[src/rtl/evict_ptr_pkg.sv]
package evict_ptr_pkg;

  localparam int unsigned DEFAULT_ENTRIES = 64;

  // Index width needed to name n entries.
  function automatic int unsigned idx_width(input int unsigned n);
    return (n <= 1) ? 1 : $clog2(n);
  endfunction

  // Successor of an entry, with a wrap after the last entry.
  function automatic int unsigned wrap_inc(input int unsigned cur, input int unsigned n);
    return (cur + 1 >= n) ? 0 : cur + 1;
  endfunction

endpackage

[src/rtl/evict_ptr_match.sv]
module evict_ptr_match #(
  parameter int unsigned W = 6
) (
  input  logic         acc_valid,
  input  logic [W-1:0] acc_idx,
  input  logic [W-1:0] ptr,
  output logic         hit_victim
);
  // The pointed-to entry is touched this cycle.
  assign hit_victim = acc_valid && (acc_idx == ptr);
endmodule

[src/rtl/evict_ptr_reg.sv]
module evict_ptr_reg #(
  parameter int unsigned ENTRIES = 64,
  parameter int unsigned W       = 6
) (
  input  logic         clk,
  input  logic         rst_n,
  input  logic         step,
  output logic [W-1:0] ptr
);
  import evict_ptr_pkg::*;

  logic [W-1:0] ptr_next;

  always_comb begin
    ptr_next = ptr;
    if (step) ptr_next = W'(wrap_inc(int'(ptr), ENTRIES));
  end

  always_ff @(posedge clk or negedge rst_n) begin
    if (!rst_n) ptr <= '0;
    else        ptr <= ptr_next;
  end
endmodule

[src/rtl/evict_ptr_decode.sv]
module evict_ptr_decode #(
  parameter int unsigned ENTRIES = 64,
  parameter int unsigned W       = 6
) (
  input  logic [W-1:0]       ptr,
  output logic [ENTRIES-1:0] sel
);
  for (genvar e = 0; e < ENTRIES; e++) begin : g_sel
    assign sel[e] = (ptr == W'(e));
  end
endmodule

[src/rtl/evict_pointer_unit.sv]
module evict_pointer_unit #(
  parameter int unsigned ENTRIES = evict_ptr_pkg::DEFAULT_ENTRIES,
  localparam int unsigned W      = evict_ptr_pkg::idx_width(ENTRIES)
) (
  input  logic               clk,
  input  logic               rst_n,
  input  logic               acc_valid,
  input  logic [W-1:0]       acc_idx,
  output logic [W-1:0]       victim_idx,
  output logic [ENTRIES-1:0] victim_sel
);
  // Named event: the current victim was touched, so the pointer steps.
  logic hit_victim;

  evict_ptr_match #(.W(W)) u_match (
    .acc_valid (acc_valid),
    .acc_idx   (acc_idx),
    .ptr       (victim_idx),
    .hit_victim(hit_victim)
  );

  evict_ptr_reg #(.ENTRIES(ENTRIES), .W(W)) u_reg (
    .clk  (clk),
    .rst_n(rst_n),
    .step (hit_victim),
    .ptr  (victim_idx)
  );

  evict_ptr_decode #(.ENTRIES(ENTRIES), .W(W)) u_dec (
    .ptr(victim_idx),
    .sel(victim_sel)
  );
endmodule

[config.mk]
export PLATFORM = sky130hd
export DESIGN_NAME = evict_pointer_unit
export DESIGN_NICKNAME = d
export VERILOG_FILES = /design/src/rtl/evict_ptr_pkg.sv /design/src/rtl/evict_ptr_match.sv /design/src/rtl/evict_ptr_reg.sv /design/src/rtl/evict_ptr_decode.sv /design/src/rtl/evict_pointer_unit.sv
export SDC_FILE = /design/constraint.sdc
export NUM_CORES = 1
export LEC_CHECK = 0
export BUFFER_PORTS_ARGS = -buffer_cell sky130_fd_sc_hd__buf_2
export CAP_MARGIN = 10
export CORE_MARGIN = 3
export CORE_UTILIZATION = 33
export DETAILED_ROUTE_END_ITERATION = 7
export PLACE_DENSITY = 0.75
export SYNTH_ARGS = -nofsm -noshare
export SYNTH_HDL_FRONTEND = slang
export SYNTH_SLANG_ARGS = --single-unit
[constraint.sdc]
create_clock -name clk -period 1.7 [get_ports clk]
set_clock_uncertainty 0.05 [all_clocks]
set_input_delay 0.34 -clock clk [delete_from_list [all_inputs] [get_ports clk]]
set_output_delay 0.34 -clock clk [all_outputs]
set_load 0.01 [all_outputs]
==> flow_summary.json, run 1 <==
{
  "coreArea_sq_um": 2340,
  "wirelength_mm": 4.31,
  "synthCells": 139,
  "r2r-start": "u_reg.ptr[0]$_DFFE_PN0P_",
  "drc": 0,
  "syn_nets": 152,
  "worst_slew_pin_slew_ns": 0.259,
  "dr.first_iter.drc_count": 96,
  "die_area_sq_um": 3240,
  "reg.largest.list": "u_reg.ptr x6",
  "worstPathRequired_ns": 1.31,
  "pre_cts_slack_ns": 0.0225,
  "yosys_register_bits": 6,
  "cts-root-buf": "clkbuf_4",
  "netlist_area_sq_um": 856,
  "drv_slew": 0,
  "fin_cells": 264,
  "antenna_found_initial": 0,
  "worstSetupPathType": "reg -> out",
  "drive_above_1_share_pct": 76.7,
  "clk_path_buf_depth": 2,
  "end_kind": "output pin",
  "die_h_um": 56.9,
  "setup_viol": 65,
  "violations": "setup timing",
  "hold_viol_final": 0,
  "holdCritStartpoint": "acc_valid",
  "die_x_um": 56.9,
  "path_buf_inv": 2,
  "synth_top_area_cell": "nor2_1",
  "syn_to_final_growth_pct": 119,
  "p_leak_nw": 0.933,
  "crit_slowest_cell": "dfrtp_2",
  "grt_usage_pct": 21.5,
  "design_area_sq_um": 1880,
  "worstPathMaxFanout": 4,
  "reg2reg_slack_ns": -0.09,
  "antenna_left": 0,
  "netlist.area_leader.share_pct": 29.8,
  "worstRegToRegCells": 5,
  "worstHoldPathType": "in -> reg",
  "fin_ws_ns": -0.146,
  "power_density_nw_per_um2": 564,
  "r2r-end": "u_reg.ptr[5]$_DFFE_PN0P_",
  "vias": 1390,
  "insertion_delay_ns": 0.25,
  "maxCapViolations": 0,
  "yosysUniqueCellTypes": 29,
  "grt_pass1_wl_mm": 5.66,
  "largest_reg_flops": 6,
  "placement.io_buffers": 78,
  "start_kind": "register",
  "rsz0062_at_grt": "true",
  "cts_tree": "yes",
  "placed_cell_area_sq_um": 1350,
  "initial_core_util_pct": 36.6,
  "status": "complete, but fails checks",
  "hold_end": "u_reg.ptr[0]$_DFFE_PN0P_",
  "seq_area_frac_synth_pct": 17.5,
  "dp_hpwl_mm": 2.57,
  "crit_arrival_ns": 1.46,
  "dp.cells": 247,
  "cts_made_buffers": 3,
  "post-route-min-period_ns": 1.85,
  "final_cell_mix": "buf_2, nor2_1, nor2_2",
  "ioPinCount": 79,
  "critPathTopFamily": "flip-flops",
  "syn_area_per_cell_sq_um": 6.16,
  "layout_commonest_cell": "buf_2",
  "via_per_inst": 5.27,
  "grt_max_degree": 19,
  "nets": 251,
  "slew_headroom_pct": 82.6,
  "netlist_top_cells_area": "nor2_1, dfrtp_1, ha_1",
  "fmax_mhz": 542,
  "clk_pin_slew_ns": 0.05,
  "n_antenna_cell": 0,
  "synth_warnings": 0,
  "htreeDepth": 1,
  "firstDrtPassIters": 4,
  "clock-sinks": 6,
  "max_stage_delay_ns": 0.45,
  "vdd_drop_max_mv": 0.575,
  "gp_congestion": 0.894,
  "grt_pass1_vias": 1224,
  "regMostFlops": "u_reg.ptr",
  "rows": 17,
  "fill_cells": 162,
  "cp_cell_sequence": "buf_6 > ha_4 > nand3_4 > nor2_1 > buf_2",
  "hold_depth": 3,
  "wire_per_inst_um": 16.3,
  "grt-ovfl-total": 0,
  "fin_crit_sh_pct": 109
}
==> per-stage QoR <==
stage                     total power, mW  util, %  hold slack [ns]  TNS, ns
after detailed placement            0.560     57.6            0.123        0
after global routing                 1.11     80.2            0.413    -7.19
after floorplan                     0.394        -         -0.00559  -0.0490
after CTS                           0.882     69.5            0.405   -0.794
final                                1.06     80.2            0.394    -3.61
after global placement              0.549     57.6            0.119        0
==> worst min-delay path, cell delays in order <==
cell,delay (ns)
buf_2,0.11
nand4_4,0.14
o41ai_2,0.07
==> cells by family (layout without fill, tap and decap cells) <==
logic type | count (synthesis) | after routing | synth area share (%)
flops | 6 | 6 | 17.5
buf+inv | 15 | 111 | 8.19
compound gates | 8 | 8 | 7.46
simple gates | 97 | 98 | 47.7
fa+ha+maj | 4 | 4 | 5.85
xor+xnor | 8 | 8 | 12.1
mux | 1 | 1 | 1.17
==> synthesized netlist by cell type <==
| cell | n |
|---|---|
| nand3_2 | 1 |
| xnor2_1 | 3 |
| nand3_1 | 6 |
| dfrtp_1 | 6 |
| and2b_2 | 1 |
| a21bo_1 | 1 |
| nor2_1 | 68 |
| clkbuf_1 | 7 |
| o41ai_1 | 1 |
| inv_1 | 4 |
| buf_4 | 1 |
| xor2_1 | 2 |
| xnor2_4 | 1 |
| xnor2_2 | 2 |
| nand2_1 | 13 |
| o2bb2ai_1 | 1 |
| buf_6 | 1 |
| ha_1 | 4 |
| nand4_2 | 1 |
| o21ai_0 | 3 |
| nor3b_1 | 1 |
| or2_2 | 1 |
| o41ai_2 | 1 |
| nor3_1 | 2 |
| nor4_1 | 1 |
| buf_2 | 2 |
| mux2i_1 | 1 |
| nand2b_1 | 2 |
| a21oi_1 | 1 |
==> routing by layer <==
metal | GRT usage [%] | routed length (um) | part of all wire, % | vias to the layer above
met4 | 6.62 | 145 | 3.4 | 0
li1 | - | - | - | 632
met2 | 38.5 | 2200 | 51 | 90
met5 | 0 | 0 | 0 | -
met1 | 25.0 | 1630 | 38 | 650
met3 | 5.06 | 334 | 7.8 | 18
==> worst max-delay path by stage <==
| stage | start | end | slack (ns) | cells after the start |
|---|---|---|---|---|
| 6_report | u_reg.ptr[1]$_DFFE_PN0P_ | victim_sel[30] | -0.15 | 5 |
| 4_1_cts | u_reg.ptr[0]$_DFFE_PN0P_ | victim_sel[42] | -0.03 | 5 |
| 3_3_place_gp | u_reg.ptr[0]$_DFFE_PN0P_ | u_reg.ptr[5]$_DFFE_PN0P_ | 0.05 | 5 |
| 5_1_grt | u_reg.ptr[1]$_DFFE_PN0P_ | victim_sel[30] | -0.18 | 5 |
| 3_5_place_dp | u_reg.ptr[0]$_DFFE_PN0P_ | u_reg.ptr[5]$_DFFE_PN0P_ | 0.02 | 5 |
| 2_1_floorplan | u_reg.ptr[4]$_DFFE_PN0P_ | victim_sel[10] | -0.005 | 5 |
==> final cells by class <==
| type | count | area [sq um] | share of cell area (%) |
|---|---|---|---|
| multi-input combinational | 119 | 990 | 52.8 |
| timing repair buffer | 104 | 651 | 34.7 |
| sequential | 6 | 158 | 8.41 |
| tap | 28 | 35.0 | 1.87 |
| clock buffer | 3 | 22.5 | 1.20 |
| inverter | 4 | 20.0 | 1.07 |
==> timing repair <==
| action | in CTS | in global routing |
|---|---|---|
| pin swaps | 13 | 18 |
| buffers inserted | 7 | 5 |
| endpoints found under the hold margin | 6 | 0 |
| cloned | 0 | 1 |
| hold buffers | 1 | 0 |
| endpoints found under the setup margin | 64 | 70 |
| gates resized for setup | 51 | 46 |
==> where the power goes <==
group	total [mW]	internal (mW)	switching, mW	leakage [nW]
clock network	0.138	0.0803	0.0580	0.0138
registers	0.209	0.162	0.0468	0.0655
logic	0.710	0.337	0.374	0.854
total	1.06	0.579	0.479	0.933
Power figures use the tool's default switching activity.
==> run 2, diff against run 1 <==
--- a/config.mk
+++ b/config.mk
@@ -9,6 +9,7 @@
 export CAP_MARGIN = 10
 export CORE_MARGIN = 3
 export CORE_UTILIZATION = 33
+export CTS_CLUSTER_DIAMETER = 120
 export DETAILED_ROUTE_END_ITERATION = 7
 export PLACE_DENSITY = 0.75
 export SYNTH_ARGS = -nofsm -noshare
==> constraint.sdc (replaced) <==
create_clock -name clk -period 1.7 [get_ports clk]
set_clock_uncertainty 0.05 [all_clocks]
set_input_delay 0 -clock clk [delete_from_list [all_inputs] [get_ports clk]]
set_output_delay 0 -clock clk [all_outputs]
set_load 0.01 [all_outputs]
==> flow_summary.json, run 2 (synthesis gave the netlist of run 1 again) <==
{
  "design_area_sq_um": 1390,
  "grt_pass1_wl_mm": 4.94,
  "power_density_nw_per_um2": 522,
  "wire_per_inst_um": 12.8,
  "top_usage_layer": "met2",
  "die_h_um": 56.9,
  "worstPathRequired_ns": 1.65,
  "start_kind": "register",
  "met1_usage_pct": 22.9,
  "rows": 17,
  "syn_to_final_growth_pct": 62.0,
  "antenna_left": 0,
  "vias": 1193,
  "grt_util_met3_pct": 2.07,
  "fill_cells": 253,
  "slew_headroom_pct": 78.5,
  "regMostFlops": "u_reg.ptr",
  "post-route-min-period_ns": 1.65,
  "worst_slew_pin_slew_ns": 0.322,
  "vdd_drop_max_mv": 0.452,
  "fin_ws_ns": 0.0453,
  "fmax_mhz": 604,
  "layout_commonest_cell": "buf_2",
  "worstSetupPathType": "reg -> out",
  "drive_above_1_share_pct": 50.0,
  "fin_crit_sh_pct": 97.3,
  "final_cell_mix": "buf_2, nor2_1, nand2_1",
  "coreArea_sq_um": 2340,
  "insertion_delay_ns": 0.26,
  "placed_cell_area_sq_um": 1290,
  "hold_viol_final": 0,
  "setup_viol": 0,
  "end_kind": "output pin",
  "grt_max_degree": 17,
  "post-cts-setup-buffers": 0,
  "gp_congestion": 0.875,
  "clk_pin_slew_ns": 0.06,
  "drv_slew": 0,
  "grt_pass1_vias": 1108,
  "use_met2_pct": 33.8,
  "antenna_found_initial": 0,
  "largest_reg_flops": 6,
  "maxCapViolations": 0,
  "die_x_um": 56.9,
  "crit_arrival_ns": 1.60,
  "htreeDepth": 1,
  "rsz0062_at_grt": "true",
  "p_leak_nw": 0.796,
  "cts_tree": "yes",
  "nets": 233,
  "die_area_sq_um": 3240,
  "dp_hpwl_mm": 2.52,
  "worstRegToRegCells": 4,
  "dr.first_iter.drc_count": 62,
  "worstHoldPathType": "in -> reg",
  "worstPathMaxFanout": 7,
  "grt-ovfl-total": 0,
  "reg.largest.list": "u_reg.ptr x6",
  "pre_cts_slack_ns": 0.00759,
  "firstDrtPassIters": 4,
  "initial_core_util_pct": 36.6,
  "ioPinCount": 79,
  "wirelength_mm": 3.15,
  "placement.io_buffers": 78,
  "n_antenna_cell": 0,
  "via_per_inst": 4.85,
  "cts_made_buffers": 3,
  "clock-sinks": 6,
  "status": "finished, final reports clean",
  "tns_ns": 0,
  "grt_usage_pct": 18.8,
  "clk_path_buf_depth": 2,
  "cts-root-buf": "clkbuf_4",
  "drc": 0,
  "hold_depth": 3
}
==> run 2: per-layer routing <==
layer	routed length, um	vias up
met1	1300	539
met3	193	4
li1	-	596
met2	1600	54
met5	0	-
met4	49	0
==> run 2: critical path, stage by stage (launching register included) <==
cell and delay (ns):
dfrtp_2 0.46, ha_2 0.28, nand3_1 0.17, buf_4 0.19, nor2_1 0.10, buf_2 0.14
==> run 2: per-stage QoR <==
stage / total power [mW] / std cells / utilization, % / hold WS (ns)
finish: 0.723 / 246 / 59.3 / 0.0164
global route: 0.776 / 246 / 59.3 / 0.0366
CTS: 0.679 / 246 / 57.0 / 0.0514
detailed placement: 0.522 / 242 / 55.0 / -0.216
global placement: 0.508 / 242 / 55.0 / -0.220
floorplan: 0.386 / 139 / - / -0.346
==> run 2: report_power, final <==
part | switching, mW | total (mW) | internal [mW]
clock network | 0.0643 | 0.145 | 0.0807
registers | 0.0255 | 0.185 | 0.160
logic | 0.235 | 0.393 | 0.158
==> run 2: area by class of cell <==
type / instances / area, sq um / share of cell area, %
clock buffer: 3 / 22.5 / 1.62
multi-input combinational: 118 / 697 / 50.3
tap: 28 / 35.0 / 2.53
timing repair buffer: 87 / 460 / 33.2
inverter: 4 / 18.8 / 1.35
sequential: 6 / 153 / 11.0
==> run 2: final timing paths <==
| path | startpoint | end | slack [ns] |
|---|---|---|---|
| worst max-delay path | u_reg.ptr[1]$_DFFE_PN0P_ | victim_sel[31] | 0.05 |
| min in group asynchronous | rst_n | u_reg.ptr[5]$_DFFE_PN0P_ | 0.04 |
| max in group asynchronous | rst_n | u_reg.ptr[3]$_DFFE_PN0P_ | 1.38 |
| worst min-delay path | acc_valid | u_reg.ptr[0]$_DFFE_PN0P_ | 0.02 |
| worst min register to register | u_reg.ptr[0]$_DFFE_PN0P_ | u_reg.ptr[0]$_DFFE_PN0P_ | 0.53 |
| worst max register to register | u_reg.ptr[0]$_DFFE_PN0P_ | u_reg.ptr[5]$_DFFE_PN0P_ | 0.06 |
==> run 2: repair_timing <==
item,CTS,global route
cloned,0,0
endpoints found under the setup margin,6,45
gates resized for setup,4,11
endpoints found under the hold margin,6,0
hold buffers,1,0
==> run 3, diff against run 2 <==
--- a/config.mk
+++ b/config.mk
@@ -7,11 +7,12 @@
 export LEC_CHECK = 0
 export BUFFER_PORTS_ARGS = -buffer_cell sky130_fd_sc_hd__buf_2
 export CAP_MARGIN = 10
-export CORE_MARGIN = 3
+export CORE_MARGIN = 8
 export CORE_UTILIZATION = 33
 export CTS_CLUSTER_DIAMETER = 120
 export DETAILED_ROUTE_END_ITERATION = 7
 export PLACE_DENSITY = 0.75
+export RECOVER_POWER = 50
 export SYNTH_ARGS = -nofsm -noshare
 export SYNTH_HDL_FRONTEND = slang
 export SYNTH_SLANG_ARGS = --single-unit
==> flow_summary.json, run 3 (synthesis gave the netlist of run 1 again) <==
{
  "placement.io_buffers": 78,
  "start_kind": "register",
  "via_per_inst": 4.67,
  "clock-sinks": 6,
  "grt-ovfl-total": 0,
  "clk_pin_slew_ns": 0.05,
  "routed.top_layer": "met4",
  "dr_wl_met3_um": 429,
  "r2r-end": "u_reg.ptr[3]$_DFFE_PN0P_",
  "cts_made_buffers": 3,
  "drive_above_1_share_pct": 47.5,
  "dp_hpwl_mm": 2.70,
  "status": "finished, final reports clean",
  "dr.first_iter.drc_count": 66,
  "die_x_um": 66.9,
  "m1WireLength_mm": 1.27,
  "cts-root-buf": "clkbuf_4",
  "die_area_sq_um": 4480,
  "syn_to_final_growth_pct": 60.2,
  "power.total_uw": 681,
  "fmax_mhz": 614,
  "setup_viol": 0,
  "grt_usage_pct": 15.0,
  "nets": 236,
  "coreArea_sq_um": 2480,
  "insertion_delay_ns": 0.25,
  "vdd_drop_max_mv": 0.523,
  "grt_pass1_wl_mm": 5.42,
  "gp_congestion": 0.918,
  "p_leak_nw": 0.796,
  "initial_core_util_pct": 34.5,
  "end_kind": "output pin",
  "placed_cell_area_sq_um": 1310,
  "maxCapViolations": 0,
  "worstHoldPathType": "in -> async",
  "worstRegToRegCells": 5,
  "reg.largest.list": "u_reg.ptr x6",
  "antenna_left": 0,
  "htreeDepth": 1,
  "fin_crit_sh_pct": 95.8,
  "power_density_nw_per_um2": 497,
  "n_antenna_cell": 0,
  "wire_per_inst_um": 13.1,
  "vias": 1173,
  "antenna_found_initial": 0,
  "drc": 0,
  "die_h_um": 66.9,
  "grt_pass1_vias": 1178,
  "layout_commonest_cell": "buf_2",
  "r2r-start": "u_reg.ptr[1]$_DFFE_PN0P_",
  "cts_tree": "yes",
  "rsz0062_at_grt": "true",
  "regMostFlops": "u_reg.ptr",
  "design_area_sq_um": 1370,
  "worstPathMaxFanout": 4,
  "worstSetupPathType": "reg -> out",
  "clk_path_buf_depth": 2,
  "final_cell_mix": "buf_2, nor2_1, nand2_1",
  "crit_arrival_ns": 1.58,
  "rows": 18,
  "firstDrtPassIters": 4,
  "post-route-min-period_ns": 1.63,
  "reg2reg_slack_ns": 0.16,
  "slew_headroom_pct": 78.2,
  "worst_slew_pin_slew_ns": 0.328,
  "largest_reg_flops": 6,
  "grt_max_degree": 17,
  "ioPinCount": 79,
  "drv_slew": 0,
  "wirelength_mm": 3.28,
  "worstPathRequired_ns": 1.65,
  "hold_viol_final": 0,
  "wl_met2_mm": 1.57
}
-- run 3: cell types whose count changed in the layout (fill, tap and decap cells not counted), sizes merged --
cell / delta
clkinvlp: -1
clkbuf: +3
inv: +1
-- run 3: cell type report --
cell class / count / area, sq um
Multi-Input combinational cell: 118 / 666
Sequential cell: 6 / 151
Clock buffer: 3 / 22.5
Inverter: 4 / 15.0
Timing Repair Buffer: 90 / 479
Tap cell: 30 / 37.5
Fill cell: 278 / 1110
-- run 3: report_power, final --
group          internal (mW)  switching [mW]
Sequential             0.159          0.0170
Clock                 0.0802          0.0564
Combinational          0.149           0.220
Total                  0.388           0.293
-- run 3: worst max-delay path by stage --
stage               slack [ns]                      from                  endpoint  cells after the start
floorplan                 0.13  u_reg.ptr[3]$_DFFE_PN0P_  u_reg.ptr[5]$_DFFE_PN0P_                      5
global placement          0.20  u_reg.ptr[3]$_DFFE_PN0P_  u_reg.ptr[3]$_DFFE_PN0P_                      5
detailed placement        0.19  u_reg.ptr[3]$_DFFE_PN0P_  u_reg.ptr[3]$_DFFE_PN0P_                      5
CTS                       0.02  u_reg.ptr[3]$_DFFE_PN0P_            victim_sel[40]                      6
global route             -0.04  u_reg.ptr[1]$_DFFE_PN0P_            victim_sel[16]                      6
finish                    0.07  u_reg.ptr[1]$_DFFE_PN0P_            victim_sel[45]                      6
-- run 3: metal layers --
layer	vias up	global-route usage (%)
met5	-	0
met4	0	3.39
met3	2	6.38
met2	47	25.9
met1	524	16.5
li1	600	-
-- run 3: worst max-delay path: stages, from the launching register on --
cell and delay (ns):
dfrtp_1 0.41, buf_4 0.16, inv_1 0.12, ha_2 0.23
nand3_1 0.13, nor2_1 0.12, buf_2 0.14
-- run 3: timing repair --
item / in CTS / in global routing
hold endpoints to repair: 6 / 0
gates resized for setup: 0 / 10
setup buffers: 0 / 0
setup endpoints to repair: 0 / 57
hold buffers: 1 / 0
-- run 3: per-stage QoR --
step                      utilization, %  hold WS [ns]  setup TNS, ns  std cells  setup WS, ns
after floorplan                        -        -0.346              0        139         0.131
after global placement              52.9        -0.219              0        247         0.204
after detailed placement            52.9        -0.216              0        247         0.186
after CTS                           54.2        0.0526              0        251        0.0232
after global routing                55.4         0.130         -0.461        251       -0.0416
final                               55.4         0.101              0        251        0.0715
